==> src/rtl/dbg_pkg.sv <==
package dbg_pkg;

    typedef enum logic {
        ST_IDLE  = 1'b0,
        ST_ARMED = 1'b1
    } dbg_state_e;

    typedef struct packed {
        logic       xbrk_en;
        logic       dbg_mode;
        logic [1:0] brk_sel;
    } dbg_lockf_t;

    localparam int unsigned BYTE_W = 8;

endpackage

==> src/rtl/dbg_ctrl.sv <==
module dbg_ctrl
    import dbg_pkg::*;
#(
    parameter int unsigned VIS_W = 2
) (
    input  logic                 clk,
    input  logic                 rst_n,
    input  logic                 ctrl_wr,
    input  logic [BYTE_W-1:0]    wdata,
    output logic                 armed,
    output dbg_lockf_t           fields,
    output logic [VIS_W-1:0]     vis,
    output logic                 trig
);

    dbg_state_e state_q, state_d;
    dbg_lockf_t fields_q;
    logic [VIS_W-1:0] vis_q;
    logic trig_q;

    always_comb begin
        state_d = state_q;
        unique case (state_q)
            ST_IDLE:  if (ctrl_wr && wdata[7])  state_d = ST_ARMED;
            ST_ARMED: if (ctrl_wr && !wdata[7]) state_d = ST_IDLE;
            default:  state_d = ST_IDLE;
        endcase
    end

    always_ff @(posedge clk or negedge rst_n) begin
        if (!rst_n) state_q <= ST_IDLE;
        else        state_q <= state_d;
    end

    always_ff @(posedge clk or negedge rst_n) begin
        if (!rst_n) begin
            fields_q <= '0;
            vis_q    <= '0;
            trig_q   <= 1'b0;
        end else begin
            trig_q <= ctrl_wr & wdata[6];
            if (ctrl_wr) begin
                vis_q <= wdata[VIS_W-1:0];
                if (state_q == ST_IDLE) fields_q <= wdata[5:2];
            end
        end
    end

    assign armed  = (state_q == ST_ARMED);
    assign fields = fields_q;
    assign vis    = vis_q;
    assign trig   = trig_q;

    // locked fields hold across any edge taken while armed
    a_r5_fields_locked: assert property (@(posedge clk) disable iff (!rst_n)
        (state_q == ST_ARMED) |=> $stable(fields_q));

    // a pulse always comes from a trigger write one cycle earlier
    a_r3_trig_from_write: assert property (@(posedge clk) disable iff (!rst_n)
        trig_q |-> $past(ctrl_wr && wdata[6]));

    // the arm bit follows every control write
    a_r4_arm_follows: assert property (@(posedge clk) disable iff (!rst_n)
        ctrl_wr |=> (armed == $past(wdata[7])));

endmodule

==> src/rtl/dbg_bank_file.sv <==
module dbg_bank_file
    import dbg_pkg::*;
#(
    parameter int unsigned NBANK     = 4,
    parameter int unsigned WIN_BYTES = 8,
    localparam int unsigned VIS_W    = $clog2(NBANK),
    localparam int unsigned IDX_W    = $clog2(WIN_BYTES),
    localparam int unsigned FLAT_W   = NBANK * WIN_BYTES * BYTE_W
) (
    input  logic                 clk,
    input  logic                 rst_n,
    input  logic                 win_wr,
    input  logic                 lock,
    input  logic [VIS_W-1:0]     vis,
    input  logic [IDX_W-1:0]     idx,
    input  logic [BYTE_W-1:0]    wdata,
    output logic [BYTE_W-1:0]    rd_byte,
    output logic [FLAT_W-1:0]    bank_flat
);

    logic [BYTE_W-1:0] mem_q [NBANK][WIN_BYTES];

    for (genvar b = 0; b < NBANK; b++) begin : g_bank
        for (genvar k = 0; k < WIN_BYTES; k++) begin : g_byte
            always_ff @(posedge clk or negedge rst_n) begin
                if (!rst_n)
                    mem_q[b][k] <= '0;
                else if (win_wr && !lock && vis == VIS_W'(b) && idx == IDX_W'(k))
                    mem_q[b][k] <= wdata;
            end
            assign bank_flat[(b*WIN_BYTES + k)*BYTE_W +: BYTE_W] = mem_q[b][k];
        end
    end

    assign rd_byte = mem_q[vis][idx];

    // no bank byte changes across an edge taken while armed
    a_r7_window_locked: assert property (@(posedge clk) disable iff (!rst_n)
        lock |=> $stable(bank_flat));

    // an unlocked window write lands in the selected bank and byte
    a_r6_write_lands: assert property (@(posedge clk) disable iff (!rst_n)
        (win_wr && !lock) |=>
        (bank_flat[({1'b0, $past(vis)} * WIN_BYTES + $past(idx)) * BYTE_W +: BYTE_W] == $past(wdata)));

endmodule

==> src/rtl/dbg_regfile.sv <==
module dbg_regfile
    import dbg_pkg::*;
#(
    parameter int unsigned  ADDR_W    = 6,
    parameter int unsigned  NBANK     = 4,
    parameter int unsigned  WIN_BYTES = 8,
    parameter logic [5:0]   CTRL_ADDR = 6'h20,
    parameter logic [5:0]   WIN_ADDR  = 6'h28,
    localparam int unsigned VIS_W     = $clog2(NBANK),
    localparam int unsigned IDX_W     = $clog2(WIN_BYTES),
    localparam int unsigned FLAT_W    = NBANK * WIN_BYTES * BYTE_W
) (
    input  logic                clk,
    input  logic                rst_n,
    input  logic [ADDR_W-1:0]   bus_addr,
    input  logic [BYTE_W-1:0]   bus_wdata,
    input  logic                bus_wr,
    input  logic                bus_rd,
    output logic [BYTE_W-1:0]   bus_rdata,
    output logic                arm_o,
    output logic                xbrk_en_o,
    output logic                dbg_mode_o,
    output logic [1:0]          brk_sel_o,
    output logic [VIS_W-1:0]    vis_sel_o,
    output logic                trig_o,
    output logic [FLAT_W-1:0]   bank_o
);

    logic       hit_ctrl, hit_win;
    logic       armed;
    dbg_lockf_t fields;
    logic [VIS_W-1:0]  vis;
    logic [BYTE_W-1:0] win_byte;

    assign hit_ctrl = (bus_addr == CTRL_ADDR[ADDR_W-1:0]);
    assign hit_win  = (bus_addr[ADDR_W-1:IDX_W] == WIN_ADDR[ADDR_W-1:IDX_W]);

    dbg_ctrl #(.VIS_W(VIS_W)) u_ctrl (
        .clk     (clk),
        .rst_n   (rst_n),
        .ctrl_wr (bus_wr && hit_ctrl),
        .wdata   (bus_wdata),
        .armed   (armed),
        .fields  (fields),
        .vis     (vis),
        .trig    (trig_o)
    );

    dbg_bank_file #(.NBANK(NBANK), .WIN_BYTES(WIN_BYTES)) u_banks (
        .clk       (clk),
        .rst_n     (rst_n),
        .win_wr    (bus_wr && hit_win),
        .lock      (armed),
        .vis       (vis),
        .idx       (bus_addr[IDX_W-1:0]),
        .wdata     (bus_wdata),
        .rd_byte   (win_byte),
        .bank_flat (bank_o)
    );

    always_comb begin
        bus_rdata = '0;
        if (bus_rd) begin
            if (hit_ctrl)
                bus_rdata = {armed, 1'b0, fields.xbrk_en, fields.dbg_mode,
                             fields.brk_sel, vis};
            else if (hit_win)
                bus_rdata = win_byte;
        end
    end

    assign arm_o      = armed;
    assign xbrk_en_o  = fields.xbrk_en;
    assign dbg_mode_o = fields.dbg_mode;
    assign brk_sel_o  = fields.brk_sel;
    assign vis_sel_o  = vis;

    // a write to an unmapped offset leaves every stored bit alone
    a_r8_unmapped_write: assert property (@(posedge clk) disable iff (!rst_n)
        (bus_wr && !hit_ctrl && !hit_win) |=>
        ($stable(bank_o) && $stable(fields) && $stable(vis)));

    // state just after reset release is all zero
    a_r1_reset_clear: assert property (@(posedge clk)
        $rose(rst_n) |-> (!arm_o && !trig_o && bank_o == '0 && vis_sel_o == '0));

endmodule

==> config.mk <==
export PLATFORM = sky130hd
export DESIGN_NAME = dbg_regfile
export DESIGN_NICKNAME = d
export VERILOG_FILES = /design/src/rtl/dbg_pkg.sv /design/src/rtl/dbg_ctrl.sv /design/src/rtl/dbg_bank_file.sv /design/src/rtl/dbg_regfile.sv
export SDC_FILE = /design/constraint.sdc
export NUM_CORES = 1
export LEC_CHECK = 0
export ABC_CLOCK_PERIOD_IN_PS = 2500
export BUFFER_PORTS_ARGS = -buffer_cell sky130_fd_sc_hd__buf_2
export CORE_MARGIN = 2
export CORE_UTILIZATION = 35
export DETAILED_ROUTE_END_ITERATION = 10
export PLACE_DENSITY = 0.64
export SYNTH_ARGS = -nofsm -noshare
export SYNTH_HDL_FRONTEND = slang
export SYNTH_HIERARCHICAL = 1
export SYNTH_SLANG_ARGS = --single-unit
export TNS_END_PERCENT = 50
==> constraint.sdc <==
create_clock -name clk -period 2.5 [get_ports clk]
set_input_delay 0.125 -clock clk [delete_from_list [all_inputs] [get_ports clk]]
set_output_delay 0.125 -clock clk [all_outputs]
set_load 0.02 [all_outputs]
==> results of run 1 <==
[synth_stat cells (2+ instances only)]
library cell    n
mux2_4          4
o22ai_1        27
buf_4          14
nor2_8          9
nor3b_2         2
and2_1          4
buf_2           7
nand2_1         2
o21ai_0         4
mux2i_1        40
mux2_1         17
a211oi_2        3
nand3b_4        2
mux2_2        242
nand2_4         4
inv_1           9
nand2b_1        2
nor2b_1         4
mux4_2         40
nor4_1          8
buf_1           2
nor2_2          3
a22o_1          4
clkbuf_1       29
a21oi_1         4
nand3b_1        2
o221ai_1        3
mux4_1          4
nand2_2        14
a31oi_1         3
nor3_1          4
buf_6           5
a22oi_1         8
nand4b_1        8
nor2_4          7
or3b_1          3
dfrtp_1       264
[kinds of logic after synthesis]
kind of cell    count (synthesis)
buf+inv                        69
mux                           347
flops                         264
compound gates                 59
simple gates                   90
[path summary, 6_finish.rpt]
kind	from	to	cells after the start
max	u_ctrl/vis[1]$_DFFE_PN0P_	bus_rdata[1]	8
min	rst_n	u_banks/bank_flat[178]$_DFFE_PN0P_	2
max reg2reg	u_ctrl/vis[1]$_DFFE_PN0P_	u_banks/bank_flat[251]$_DFFE_PN0P_	6
min reg2reg	u_banks/bank_flat[117]$_DFFE_PN0P_	u_banks/bank_flat[117]$_DFFE_PN0P_	1
max in group asynchronous	rst_n	u_ctrl/vis[1]$_DFFE_PN0P_	3
min in group clk	bus_wr	u_ctrl/vis[1]$_DFFE_PN0P_	5
[metrics by stage]
stage	std cells	hold WS (ps)	worst slack, ps	setup TNS [ps]
finish	1615	77.5	-302	-1950
CTS	1605	80.2	-328	-2400
global placement	1545	72.6	-90.1	-90.1
detailed placement	1545	76.0	-64.8	-64.8
floorplan	829	-171	356	0
global route	1615	117	-354	-2620
[per-layer routing]
metal / wire length [um] / track usage / part of all wire / vias up
met2: 20300 / 0.357 / 0.47 / 298
met3: 2750 / 0.0355 / 0.064 / 41
met5: 0 / 0 / 0 / -
met1: 19300 / 0.322 / 0.45 / 4609
met4: 733 / 0.0463 / 0.017 / 0
li1: - / - / - / 3738
[registers in the layout, summed over array words and instances, names as in the netlist, named ones only]
signal             count
u_banks/bank_flat    256
u_ctrl/vis             2
u_ctrl/trig            1
u_ctrl/fields          4
[power by group through the flow]
stage / Clock [W] / Combinational (W) / Sequential, W
floorplan: 0 / 0.000754 / 0.00495
global placement: 0 / 0.00158 / 0.00476
detailed placement: 0 / 0.00159 / 0.00477
CTS: 0.00446 / 0.00173 / 0.00469
global route: 0.00460 / 0.00188 / 0.00471
finish: 0.00437 / 0.00178 / 0.00469
[layout by cell type (no fill, tap or decap), types with 4 or more instances in the layout]
cell type  Yosys  final
clkbuf_8       0      4
o22ai_1       27     10
nor4_1         8      4
a22oi_1        8      4
nand2_4        4      4
a22oi_2        0      4
clkinv_2       0      6
mux2i_1       40     37
mux2_2       242    242
mux2_1        17     17
nand2_2       14     14
clkbuf_1      29      7
mux4_2        40     44
nand4b_1       8      8
dfrtp_1      264    262
nor3_1         4      4
buf_2          7    282
o21ai_0        4      4
buf_12         1      9
o22ai_2        1     16
clkbuf_16      0     32
nor2_8         9      9
nor2_4         7      7
inv_1          9      7
buf_4         14     25
mux2_4         4      4
buf_6          5      8
[area by class of cell]
type	instances	share of cell area
flip-flops and latches	264	0.411
multi-input cells	496	0.365
repair buffers	331	0.125
clock buffers	42	0.0533
well taps	461	0.0358
clock inverters	12	0.00762
inverters	9	0.00210
[critical path, stage by stage (launching register included)]
cell	delay (ps)
dfrtp_4	460
buf_12	140
mux4_2	490
a22o_1	270
nor4_2	280
a21oi_1	100
inv_1	80
o22ai_2	80
buf_2	210
[repair_timing]
| item | 4_1_cts | 5_1_grt |
|---|---|---|
| endpoints found under the setup margin | 8 | 8 |
| cloned | 2 | 1 |
| pin swaps | 9 | 8 |
| resized for setup | 44 | 26 |
| hold buffers | 1 | 0 |
| setup buffers | 4 | 9 |
| hold endpoints to repair | 204 | 0 |
==> metrics.txt, run 1 <==
status finished with violations; failing checks negative setup slack; Buffers on Ports 289; FF/Latch Area 0.00661 mm^2; Post-Synth XOR/XNOR Area 0; PD cells 673 mW/mm^2; Yosys top cell by area dfrtp_1; starting density of the core 0.355; Slew Viols, Final 0; Post-Synthesis Cell Area between 0.01 and 0.015 mm^2; Core ar. around 0.036 mm^2; Max Freq 0.357 GHz; Critical Path RT 2380 ps; count of final hold-check violations 0; Avg Cell Area, Syn 15.2 um^2; Multi-input gate area 0.00588 mm^2; Synth Area in Adders 0; FF+latch count, synth ~260; Detail Placement HPWL 30.8 mm; layout cell share with drive strength beyond 1 0.660; final worst slack -302 ps; max-cap violations 0; Net Sw Frac 0.278; CTS Sinks around 260; main combinational cell family by area after synthesis multiplexers; share of total power in sequential cells 0.433; CTS tree built; CP max FO 6; Filler cells around 3.3k; Logic pwr share 0.164; first-pass GRT wire length 62.9 mm; Net Count, Synth 847; Synth warnings 6; Netlist cell types 55; pin count of the biggest net entering global routing 93; Pleak between 8 and 9 nW; crit end category output pin; drt pass-1 iters 4; Setup Skew ~11 ps; final WL about 43 mm; Cell Int Power 0.00782 W; multiplexer share of the synthesized area 0.347; Max clock buf depth 3; Site Rows 69; Simple-Gate Fraction of Synth Area 0.0664; clock slew at reported path FFs 60 ps; initial antenna violation count 1; global route total overflow 0; Ports 290; Via Count 8686; post-route cell area 0.0161 mm^2; # nets final 1151; Initial DRC Count 448; final setup fails 8; die footprint about 0.038 mm^2; RSZ-0062 raised after global routing yes; Critical Path AT between 2000 and 3000 ps; Post-Place Cell Area 0.0146 mm^2; Yosys top cell area share 0.523; Post-synth EDFFs 0; Routability Congestion 0.848; Seq/Total Area, Yosys 0.523; H-tree depth 1; top post-synthesis cells by area dfrtp_1, mux2_2, mux4_2; Setup CP Type register to output pin; Root Buffer clkbuf_16; Synth Instances 829; Total Power 0.0108 W; Period minus WS final 2800 ps; FFs w/ async S/R, synth 1.00; VDD IR max 0.562 mV; clock power share 0.404; Hold Crit Class input pin to asynchronous set/reset pin; Die W 194 um; slew margin rel. 0.502; CP Launch Type register; post-DR wirelength/cell 26.7 um; clk_lat worst skew roughly 560 ps; Final period util 1.12; Worst-Margin Slew 747 ps; Die Y 194 um; P&R area growth vs syn 27.4%; Synth Flop Type dfrtp_1; Synth Area in Compound Gates 0.0329; CTS Buf Count 31; Finished Core Util 0.452; Antenna Violating Nets Remaining 0; vias in the first global route 8989; sw power 0.00301 W; remaining routing DRC violations 0; diode count 0; Reg2Reg Setup Slack 200 ps; via density per instance 5.38; GRT Total Usage 0.223
(Power assumes the default switching activity.)
==> inputs of run 2 (changes only) <==
- PLACE_DENSITY: 0.64 -> default
- PLACE_DENSITY_LB_ADDON: default -> 0.12
==> run 2 against run 1 <==
The flow still finishes with violations (negative setup slack). Highest routed layer unchanged. Setup slack got worse by 39 ps. Hold slack improved by 61 ps. Critical endpoint is now bus_rdata[2]. Sequential power about the same. Combinational power decreased by 7%. Clock skew increased by 20 ps. Largest power group is now clock. Sequential share of layout area increased by 0.42 points. Fmax decreased by 1.4%.
==> metrics.txt, run 2 (synthesis gave the netlist of run 1 again) <==
first-pass GRT wire length between 60 and 70 mm; H-tree depth 1; max-cap violations 0; CTS Buf Count 31; vias in the first global route 9020; Detail Placement HPWL between 30 and 40 mm; Initial DRC Count 390; Setup Skew 31.1 ps; diode count 0; Via Count around 8.6k; slew margin rel. 0.502; final WL 42.9 mm; initial antenna violation count 1; CTS Sinks 264; Critical Path RT 2380 ps; drt pass-1 iters 5; CP Launch Type register; final worst slack -341 ps; Die W about 190 um; CTS tree built; starting density of the core 0.355; Antenna Violating Nets Remaining 0; Critical Path AT 2720 ps; clock slew at reported path FFs about 60 ps; status finished with violations; count of final hold-check violations 0; failing checks negative setup slack; Pleak 8.39 nW; final setup fails 8; GRT Total Usage 0.224; Root Buffer clkbuf_16; P&R area growth vs syn 26.1%; Die Y a little under 200 um; RSZ-0062 raised after global routing yes; Period minus WS final 2840 ps; max FFs per register 256; via density per instance 5.32; clk_lat worst skew between 500 and 600 ps; remaining routing DRC violations 0; Setup CP Type register to output pin; Final period util 1.14; CP max FO 34; # nets final 1144; Finished Core Util 0.448; Ports slightly below 300; die footprint about 0.038 mm^2; leading cell type in the layout, fill and taps excluded buf_2; post-DR wirelength/cell 26.6 um; global route total overflow 0; Routability Congestion between 0.7 and 0.8; VDD IR max 0.566 mV; Hold Crit Class input pin to asynchronous set/reset pin; Max Freq 0.352 GHz; PD cells 695 mW/mm^2; pin count of the biggest net entering global routing 67; crit end category output pin; Site Rows 69; Worst-Margin Slew about 750 ps; Slew Viols, Final 0; most frequent cells in the layout buf_2, dfrtp_1, mux2_2, mux4_2, mux2i_1; Buffers on Ports ~290; Total Power roughly 0.011 W; layout cell share with drive strength beyond 1 0.639; Max clock buf depth 3; Core ar. 0.0356 mm^2
-- run 2: changes by cell type in the layout (fill, tap and decap cells not counted), sizes merged --
cell / change
bufinv: +2
buf: -5
clkinv: -3
clkbuf: +1
-- run 2: layout make-up --
cell class,instances,area [um^2]
inverter,9,33.8
fill,3347,19600
sequential,264,6610
multi-input combinational,496,5780
clock buffer,45,898
timing repair buffer,324,1860
clock inverter,11,164
tap,461,577
-- run 2: final timing paths --
| check | start | to | slack (ps) | cells after the start |
|---|---|---|---|---|
| worst max-delay path | u_ctrl/vis[1]$_DFFE_PN0P_ | bus_rdata[2] | -340 | 9 |
| worst min-delay path | rst_n | u_banks/bank_flat[180]$_DFFE_PN0P_ | 140 | 2 |
| worst max register to register | u_ctrl/vis[1]$_DFFE_PN0P_ | u_banks/bank_flat[234]$_DFFE_PN0P_ | 270 | 7 |
| worst min register to register | u_banks/bank_flat[117]$_DFFE_PN0P_ | u_banks/bank_flat[117]$_DFFE_PN0P_ | 520 | 1 |
| max in group asynchronous | rst_n | u_banks/bank_flat[22]$_DFFE_PN0P_ | 1560 | 3 |
| min in group clk | bus_wdata[6] | u_ctrl/trig$_DFF_PN0_ | 200 | 2 |
-- run 2: what timing repair did --
item                                    CTS  global route
gates resized for setup                  28             5
buffers inserted                          5             0
endpoints found under the setup margin    8             8
pin swaps                                 3             1
hold buffers                              1             0
hold endpoints to repair                131             0
gates cloned                              1             0
-- run 2: layer usage --
metal | up-vias | track usage | part of all wire
met2 | 263 | 0.357 | 0.46
li1 | 3741 | - | -
met5 | - | 0 | 0
met3 | 48 | 0.0511 | 0.066
met1 | 4513 | 0.315 | 0.45
met4 | 0 | 0.0457 | 0.019
-- run 2: critical path: stages (launching register included) --
cell and delay [ps]:
dfrtp_4 540, buf_4 170, buf_12 180, mux4_2 260, o22ai_1 90, buf_4 160
a211oi_2 230, inv_1 110, o22ai_2 220, buf_6 160
-- run 2: metrics by stage --
step                      worst slack (ps)  cells  hold slack, ps  area [um^2]  TNS, ps
after floorplan                        356    829            -171        12600        0
after global placement               -41.0   1547             141        14600    -41.0
after detailed placement             -94.8   1547             144        14600    -94.8
after CTS                             -363   1610             145        15900    -2790
after global routing                  -414   1610             174        15900    -3180
final                                 -341   1610             138        15900    -2560
-- run 2: power breakdown --
group	leakage (nW)	internal [W]	switching [W]
sequential	3.63	0.00448	0.000188
clock	0.518	0.00288	0.00186
combinational	4.24	0.000680	0.000984
